<file path="src/rtl/mnd_clk_divider.sv">
module mnd_clk_divider #(
  parameter int W  = 8,
  parameter int PW = 4,
  parameter int MW = 2
) (
  input  logic          clk,
  input  logic          rst_n,
  input  logic [W-1:0]  cfg_m,
  input  logic [W-1:0]  cfg_n_enc,
  input  logic [W-1:0]  cfg_d_enc,
  input  logic [PW-1:0] cfg_prediv,
  input  logic [MW-1:0] cfg_mode,
  input  logic          cfg_cnt_en,
  input  logic          cfg_cnt_rst,
  output logic          clk_en,
  output logic          clk_lvl
);
  logic [PW-1:0] pd_cnt;
  logic [W-1:0]  acc, acc_nxt, n_true, d_half, d_inv;
  logic [W:0]    sum;
  logic          pd_tick, mn_act, full, wrap;

  assign n_true  = ~cfg_n_enc + cfg_m;
  assign d_inv   = ~cfg_d_enc;
  assign d_half  = d_inv >> 1;
  assign pd_tick = (pd_cnt >= cfg_prediv);
  assign mn_act  = cfg_cnt_en && (cfg_mode != '0) && (n_true != '0);
  assign full    = (cfg_m >= n_true);
  assign sum     = {1'b0, acc} + {1'b0, cfg_m};
  assign wrap    = (sum >= {1'b0, n_true});

  always_comb begin
    if (full)      acc_nxt = '0;
    else if (wrap) acc_nxt = W'(sum - {1'b0, n_true});
    else           acc_nxt = sum[W-1:0];
  end

  always_ff @(posedge clk or negedge rst_n) begin
    if (!rst_n) begin
      pd_cnt  <= '0;
      acc     <= '0;
      clk_en  <= 1'b0;
      clk_lvl <= 1'b0;
    end else if (cfg_cnt_rst) begin
      pd_cnt  <= '0;
      acc     <= '0;
      clk_en  <= 1'b0;
      clk_lvl <= 1'b0;
    end else begin
      pd_cnt <= pd_tick ? '0 : pd_cnt + PW'(1);
      if (mn_act) begin
        if (pd_tick) begin
          acc     <= acc_nxt;
          clk_en  <= full | wrap;
          clk_lvl <= (acc_nxt < d_half);
        end else begin
          clk_en  <= 1'b0;
        end
      end else begin
        acc     <= '0;
        clk_en  <= pd_tick;
        clk_lvl <= pd_tick;
      end
    end
  end
endmodule


</file>
<file path="config.mk">
export PLATFORM = sky130hd
export DESIGN_NAME = mnd_clk_divider
export DESIGN_NICKNAME = d
export VERILOG_FILES = /design/src/rtl/mnd_clk_divider.sv
export SDC_FILE = /design/constraint.sdc
export NUM_CORES = 1
export LEC_CHECK = 0
export BUFFER_PORTS_ARGS = -buffer_cell sky130_fd_sc_hd__buf_2
export CORE_ASPECT_RATIO = 1.1
export CORE_UTILIZATION = 58
export DETAILED_ROUTE_END_ITERATION = 16
export GPL_TIMING_DRIVEN = 0
export PLACE_DENSITY_LB_ADDON = 0.15
export SLEW_MARGIN = 10
export SYNTH_ARGS = -nofsm -noshare
export SYNTH_HDL_FRONTEND = slang
export SYNTH_SLANG_ARGS = --single-unit
</file>
<file path="constraint.sdc">
create_clock -name clk -period 4.8 [get_ports clk]
set_clock_uncertainty 0.2 [all_clocks]
set_input_delay 0.96 -clock clk [delete_from_list [all_inputs] [get_ports clk]]
set_output_delay 0.96 -clock clk [all_outputs]
set_load 0.05 [all_outputs]
</file>
==> results of run 1 <==
[flip-flops by register name (all words and copies together) (netlist names)]
signal / flops
acc: 8
clk_lvl: 1
pd_cnt: 4
clk_en: 1
[cell type report]
| class | count | area, um2 |
|---|---|---|
| buffer | 2 | 7.507 |
| clock buffer | 3 | 41.29 |
| fill | 237 | 696.9 |
| inverter | 27 | 101.3 |
| multi-input combinational | 210 | 2017 |
| sequential | 14 | 350.3 |
| tap | 50 | 62.56 |
| timing repair buffer | 57 | 349.1 |
[through the flow]
step                      TNS [ns]  area [um2]  std cells
final                            0        2929        363
after floorplan                  0        2196        253
after detailed placement   -0.6037        2429        337
after global placement     -0.5424        2429        337
after global routing      -0.07623        2929        363
after CTS                        0        2674        353
[worst paths after layout]
check	to	slack, ns	cells after the start
worst max-delay path	clk_lvl$_DFFE_PN0P_	0.1	21
worst min-delay path	acc[0]$_DFFE_PN0P_	0.31	2
worst max register to register	clk_lvl$_DFFE_PN0P_	0.62	18
worst min register to register	acc[0]$_DFFE_PN0P_	0.31	2
max in group asynchronous	pd_cnt[0]$_DFF_PN0_	3.74	1
min in group asynchronous	acc[2]$_DFFE_PN0P_	0.41	1
[cells in the final DEF (no fill, tap or decap), types with 3 or more instances in the layout]
master and instances:
sky130_fd_sc_hd__buf_2 33, sky130_fd_sc_hd__ha_1 29, sky130_fd_sc_hd__inv_1 26, sky130_fd_sc_hd__buf_4 22
sky130_fd_sc_hd__nor2_1 15, sky130_fd_sc_hd__dfrtp_1 14, sky130_fd_sc_hd__xnor2_1 10, sky130_fd_sc_hd__a21o_1 10
sky130_fd_sc_hd__nand2_1 9, sky130_fd_sc_hd__o21ai_0 9, sky130_fd_sc_hd__a21oi_1 9, sky130_fd_sc_hd__ha_4 7
sky130_fd_sc_hd__a21oi_2 5, sky130_fd_sc_hd__o21ai_1 4, sky130_fd_sc_hd__a211oi_2 4, sky130_fd_sc_hd__and2_1 4
sky130_fd_sc_hd__xor2_1 4, sky130_fd_sc_hd__a22o_1 4, sky130_fd_sc_hd__a211oi_4 3, sky130_fd_sc_hd__nor3b_1 3
sky130_fd_sc_hd__a211o_1 3, sky130_fd_sc_hd__nor2_2 3, sky130_fd_sc_hd__nor2b_1 3, sky130_fd_sc_hd__nand2b_1 3
sky130_fd_sc_hd__nor3_1 3, sky130_fd_sc_hd__ha_2 3, sky130_fd_sc_hd__clkbuf_8 3
[metal layers]
metal / share of wire, % / vias to the layer above / track usage [%] / wire, um
met3: 3.6 / 18 / 1.942 / 212
met5: 0 / - / 0 / 0
met4: 2.5 / 0 / 7.102 / 148
met2: 53 / 63 / 50.00 / 3160
met1: 41 / 1051 / 34.77 / 2425
li1: - / 1059 / - / -
[timing repair]
action,in CTS,in global routing
resized for setup,25,33
pin swaps,13,23
setup buffers,13,10
endpoints found under the setup margin,1,1
[worst max-delay path: cells and delay by family]
| kind | cells | cell delay [ns] |
|---|---|---|
| and+or+nand+nor | 5 | 0.62 |
| adders and majority gates | 5 | 1.34 |
| buffers and inverters | 3 | 0.30 |
| AOI/OAI and AO/OA | 8 | 1.44 |
[report_power, final]
| part | total [mW] | switching (mW) | internal [mW] |
|---|---|---|---|
| Clock | 0.0974 | 0.0418 | 0.0556 |
| Combinational | 0.606 | 0.312 | 0.293 |
| Sequential | 0.130 | 0.00527 | 0.125 |
| Total | 0.833 | 0.359 | 0.474 |
[logic make-up (layout without fill, tap and decap cells)]
| group | Yosys count | count (layout) | share of synthesized area [%] |
|---|---|---|---|
| XOR/XNOR | 16 | 16 | 6.396 |
| buffers and inverters | 29 | 89 | 4.969 |
| AO/OA/AOI/OAI | 82 | 82 | 29.18 |
| adder cells (fa/ha/maj) | 43 | 43 | 25.47 |
| AND/OR/NAND/NOR | 63 | 63 | 14.96 |
| flip-flops | 14 | 14 | 15.99 |
| multiplexers | 6 | 6 | 3.027 |
==> Flow_metrics.wiki, run 1 <==
{| class="wikitable"
! Metric !! Value
|-
| DRC marker count from the first detailed-route iteration || 76
|-
| Number of CTS-inserted buffers || 3
|-
| Synth warn || 0
|-
| Per-cell via count in the routed design || 6.036
|-
| Drc violations || 0
|-
| Worst path required time || 4.76 ns
|-
| Count of buffers from port buffering || 34
|-
| # hold bufs at CTS || 0
|-
| Crit path from || cfg_n_enc[0]
|-
| Core box area || 3626 um2
|-
| Fraction of post-synthesis cell area in the top cell type by area || 22.27%
|-
| Stage delay of the slowest cell on the critical path || 0.37 ns
|-
| Synth area leaders || sky130_fd_sc_hd__ha_1 22%, sky130_fd_sc_hd__dfrtp_1 16%, sky130_fd_sc_hd__xnor2_1 4.8%
|-
| Leakage || 1.452 nW
|-
| FFs w/ async S/R, synth || 100.0%
|-
| Cell variety after synth || 59
|-
| Syn-to-layout area delta || 33.70%
|-
| Most instantiated flip-flop cell in the synthesis netlist || sky130_fd_sc_hd__dfrtp_1
|-
| Power density relative to cell area || 284.4 nW/um2
|-
| Final RePlAce weighted congestion || 0.9470
|-
| Final Hold Violating Endpoints || 0
|-
| Number of flops mapped to enable cells by yosys || 0
|-
| Fin crit period || 4.704 ns
|-
| Post-synthesis cell count || 253
|-
| Crit Path Class || primary input to flip-flop
|-
| Source-to-sink clock delay at the later pin of the worst-skew pair || 0.25 ns
|-
| Worst Max-Slew Pin Slew || 0.5148 ns
|-
| Worst Hold Margin || 0.3072 ns
|-
| Residual antenna-violating net count after detailed routing || 0
|-
| Length of the first detailed-routing pass in iterations || 4
|-
| Maximum fanout count along the critical path || 5
|-
| Total via count in the routed design || 2191
|-
| Post-Synthesis Net Count || 329
|-
| Final cycle utilization of the critical path || 98.00%
|-
| HP Class || flip-flop to flip-flop
|-
| Synth Cell Area || 2191 um2
|-
| Cell with the most instances after synthesis || sky130_fd_sc_hd__ha_1
|-
| Post-synth top cells || 39 x sky130_fd_sc_hd__ha_1, 27 x sky130_fd_sc_hd__inv_1, 19 x sky130_fd_sc_hd__nor2_1
|-
| Top cell type by total area after synthesis || sky130_fd_sc_hd__ha_1
|-
| Post-synthesis sequential area ratio || 15.99%
|-
| Worst R2R Start || acc[0]$_DFFE_PN0P_
|-
| H-Tree Depth || 1
|-
| Cells traversed along the worst timing path || buf_2 > inv_1 > ha_4 > fa_2 > a211oi_4 > or2_4 > nand2_2 > ha_4 > a21o_1 > a21oi_2 > o21ai_1 > maj3_2 > a21o_4 > buf_4 > nor2_4 > ha_1 > nand4_1 > nor2_1 > a211oi_2 > o41ai_2 > a22oi_1
|-
| Slew HR || 65.20%
|-
| Arrival @ worst endpoint || 4.67 ns
|-
| Avg Synthesized Cell Area || 8.659 um2
|-
| Remaining global-route overflow || 0
|-
| Maximum number of pins on one net before global-route repair || 15
|-
| Detailed Route WL || 5947 um
|-
| Max-capacitance violation count || 0
|-
| Number of top-level pins || 36
|-
| Via count of the first global-routing pass || 1951
|-
| Number of synthesized register bits || 14
|-
| CTS Root Buffer Type || sky130_fd_sc_hd__clkbuf_8
|-
| Total Power || 0.8329 mW
|-
| Fraction of final layout cells with drive strength greater than 1 || 37.70%
|-
| Startpoint of the most critical hold path || acc[0]$_DFFE_PN0P_
|-
| Most frequent cell on the critical path || sky130_fd_sc_hd__ha_4
|-
| Global-route total usage across every layer || 27.66%
|-
| Fraction of the core area covered by cells at the end of the flow || 80.78%
|-
| Slack of the critical path || 0.09593 ns
|-
| Total number of placement rows || 23
|-
| Die area || 4027 um2
|-
| Count of final max-slew check failures || 0
|-
| DR WL/cell || 16.38 um
|-
| TritonCTS clock tree || done
|-
| Antenna diode count || 0
|-
| Worst slack, placed || -0.6037 ns
|-
| Run status || completed
|-
| Post-layout nets || 391
|-
| Initial Utilization || 60.42%
|-
| Number of antenna violations at the first check in global routing || 0
|-
| Highest attainable clock frequency || 212.6 MHz
|-
| CP Capture Type || flip-flop
|-
| Deepest clock path buffer count || 2
|-
| Maximum VDD drop || 255.4 uV
|-
| Wire length of the first global-routing pass || 8418 um
|-
| Final setup violation count || 0
|-
| Sum of net half-perimeters after detailed placement || 4026 um
|-
| Critical path's slowest cell || sky130_fd_sc_hd__fa_2
|-
| Clock Pin Slew Worst Setup and Hold Paths || 0.05 ns
|-
| Startpoint type of the worst setup path || primary input
|-
| CTS sink cnt || 14
|-
| Die span in y || 66.46 um
|-
| Die X-Extent || 60.60 um
|}
No activity file was read; power rests on OpenSTA's default activity.
==> run 2: changes to the inputs <==
Settings changed: CORE_ASPECT_RATIO 1.1 to not set.
==> Flow_metrics.wiki, run 2 (synthesized netlist as in run 1, its figures left out) <==
{| class="wikitable"
! Metric !! Value
|-
| Worst R2R Start || acc[0]$_DFFE_PN0P_
|-
| Startpoint type of the worst setup path || primary input
|-
| Final cycle utilization of the critical path || 98.46% (+0.46 points)
|-
| Worst slack, placed || -0.6062 ns (-0.002500 ns)
|-
| Final Hold Violating Endpoints || 0 (unchanged)
|-
| Slew HR || 65.37% (+0.17 points)
|-
| Final setup violation count || 0 (unchanged)
|-
| Largest Register || acc
|-
| Flip-flop count of the largest register after layout || 8 (unchanged)
|-
| Fraction of final layout cells with drive strength greater than 1 || 36.04% (-1.7 points)
|-
| Stage delay of the slowest cell on the critical path || 0.37 ns (about the same)
|-
| Highest attainable clock frequency || 211.6 MHz (-0.46%)
|-
| Hold path endpoint || acc[6]$_DFFE_PN0P_
|-
| Max-capacitance violation count || 0 (unchanged)
|-
| HP Class || flip-flop to flip-flop
|-
| Count of buffers from port buffering || 34 (unchanged)
|-
| Maximum VDD drop || 229.0 uV (-10%)
|-
| Total Power || 0.8328 mW (about the same)
|-
| Run status || completed
|-
| Source-to-sink clock delay at the later pin of the worst-skew pair || 0.25 ns (about the same)
|-
| Residual antenna-violating net count after detailed routing || 0 (unchanged)
|-
| Worst Hold Margin || 0.3046 ns (-0.002574 ns)
|-
| Length of the first detailed-routing pass in iterations || 4 (unchanged)
|-
| Via count of the first global-routing pass || 1994 (+2.2%)
|-
| Post-DP Area || 2424 um2 (-0.21%)
|-
| Initial Utilization || 63.17% (+2.7 points)
|-
| Remaining global-route overflow || 0 (unchanged)
|-
| Worst Max-Slew Pin Slew || 0.5172 ns (+0.002458 ns)
|-
| Final total negative setup slack || 0 ns (unchanged)
|-
| Global-route total usage across every layer || 28.26% (+0.60 points)
|-
| Slack of the critical path || 0.07407 ns (-0.02186 ns)
|-
| CTS sink cnt || 14 (unchanged)
|-
| Startpoint of the most critical hold path || acc[6]$_DFFE_PN0P_
|-
| Worst path required time || 4.76 ns (about the same)
|-
| Number of antenna violations at the first check in global routing || 0 (unchanged)
|-
| Fraction of the core area covered by cells at the end of the flow || 82.86% (+2.1 points)
|-
| Deepest clock path buffer count || 2 (unchanged)
|-
| Post-layout nets || 385 (-1.5%)
|-
| Met3 WL || 244 um (+15%)
|-
| Count of final max-slew check failures || 0 (unchanged)
|-
| Per-cell via count in the routed design || 6.113 (+1.3%)
|-
| Die span in y || 63.46 um (-4.5%)
|-
| Critical path's slowest cell || sky130_fd_sc_hd__fa_2
|-
| Reg2reg end || clk_lvl$_DFFE_PN0P_
|-
| Syn-to-layout area delta || 31.18%
|-
| Core box area || 3468 um2 (-4.3%)
|-
| Power density relative to cell area || 289.8 nW/um2 (+1.9%)
|-
| DRC marker count from the first detailed-route iteration || 108 (+42%)
|-
| Top Layer Used || met4
|-
| M1 wire length || 2660 um (+9.7%)
|-
| Total number of placement rows || 21 (-8.7%)
|-
| Worst reg2reg setup slack || 0.56 ns (-0.06 ns)
|-
| Non-filler cells, final || 354 (-2.5%)
|-
| Crit Path Class || primary input to flip-flop
|-
| Maximum number of pins on one net before global-route repair || 15 (unchanged)
|-
| Arrival @ worst endpoint || 4.68 ns (about the same)
|-
| Total via count in the routed design || 2164 (-1.2%)
|-
| Worst hold path stage count || 2 (unchanged)
|-
| Registers with the most flip-flops || acc x8, pd_cnt x4
|-
| Met2 wire length || 3004 um (-4.9%)
|-
| Number of top-level pins || 36 (unchanged)
|-
| Detailed Route WL || 5986 um (+0.66%)
|-
| Die area || 4027 um2 (about the same)
|-
| CTS Root Buffer Type || sky130_fd_sc_hd__clkbuf_8
|-
| Maximum fanout count along the critical path || 7 (+2)
|-
| Finished Cell Area || 2874 um2 (-1.9%)
|-
| Antenna diode count || 0 (unchanged)
|-
| CP Capture Type || flip-flop
|-
| DR WL/cell || 16.91 um (+3.2%)
|-
| Cells after DPL || 333 (-1.2%)
|-
| Leakage || 1.433 nW (-1.3%)
|-
| Final RePlAce weighted congestion || 0.8591 (-9.3%)
|-
| Fin crit period || 4.726 ns (+0.02186 ns)
|-
| Sum of net half-perimeters after detailed placement || 3997 um (-0.73%)
|-
| Clock Pin Slew Worst Setup and Hold Paths || 0.06 ns (about the same)
|-
| Commonest cells after routing, fill and taps aside || 33 x sky130_fd_sc_hd__buf_2, 30 x sky130_fd_sc_hd__ha_1, 27 x sky130_fd_sc_hd__inv_1
|-
| Drc violations || 0 (unchanged)
|-
| TritonCTS clock tree || done
|-
| Number of CTS-inserted buffers || 3 (unchanged)
|-
| H-Tree Depth || 1 (unchanged)
|-
| Depth of the worst register-to-register path || 19 (+1)
|-
| Wire length of the first global-routing pass || 9025 um (+7.2%)
|-
| Die X-Extent || 63.46 um (+4.7%)
|-
| Cells traversed along the worst timing path || buf_2 > inv_1 > ha_4 > fa_2 > a211oi_4 > or2_4 > nand2_1 > ha_4 > a21o_1 > a21oi_2 > o21ai_2 > maj3_2 > a21o_4 > nor2_4 > ha_4 > a21o_1 > a21o_1 > a211oi_2 > o41ai_2 > a22oi_1
|-
| Most common cell after layout, fill and taps aside || sky130_fd_sc_hd__buf_2
|}
## run 2: changes by cell type in the layout (fill, tap and decap cells not counted), sizes merged
| cell | delta |
|---|---|
| buf | -5 |
## run 2: what timing repair did
| item | in CTS | in global routing |
|---|---|---|
| hold buffers | 0 | 0 |
| setup endpoints to repair | 1 | 1 |
| pin swaps | 17 | 21 |
| setup buffers | 10 | 7 |
| gates resized for setup | 27 | 26 |
## run 2: area by class of cell
cell class,count,area (um2)
multi-input combinational,210,1998
timing repair buffer,51,304.0
tap,46,57.56
buffer,2,7.507
fill,225,594.3
inverter,27,101.3
sequential,14,350.3
clock buffer,4,55.05
## run 2: worst max-delay path by stage
stage,from,to,cells after the start
after global placement,cfg_m[0],clk_lvl$_DFFE_PN0P_,19
after detailed placement,cfg_m[0],clk_lvl$_DFFE_PN0P_,19
after global routing,cfg_m[0],clk_lvl$_DFFE_PN0P_,20
after CTS,cfg_n_enc[0],clk_lvl$_DFFE_PN0P_,20
after floorplan,cfg_n_enc[0],clk_lvl$_DFFE_PN0P_,19
final,cfg_n_enc[0],clk_lvl$_DFFE_PN0P_,20
## run 2: worst max-delay path: cells and delay by family
kind,cells,cell delay [ns]
buffers and inverters,2,0.13
and+or+nand+nor,3,0.40
adders and majority gates,5,1.31
AOI/OAI and AO/OA,10,1.86
## run 2: power by group
part	internal, mW	switching [mW]
clock	0.0726	0.0429
combinational	0.276	0.311
sequential	0.124	0.00533
total	0.473	0.359
## run 2: metal layers
| layer | up-vias | global-route usage [%] |
|---|---|---|
| li1 | 1052 | - |
| met1 | 1038 | 39.06 |
| met2 | 62 | 46.81 |
| met3 | 12 | 4.348 |
| met4 | 0 | 4.545 |
| met5 | - | 0 |
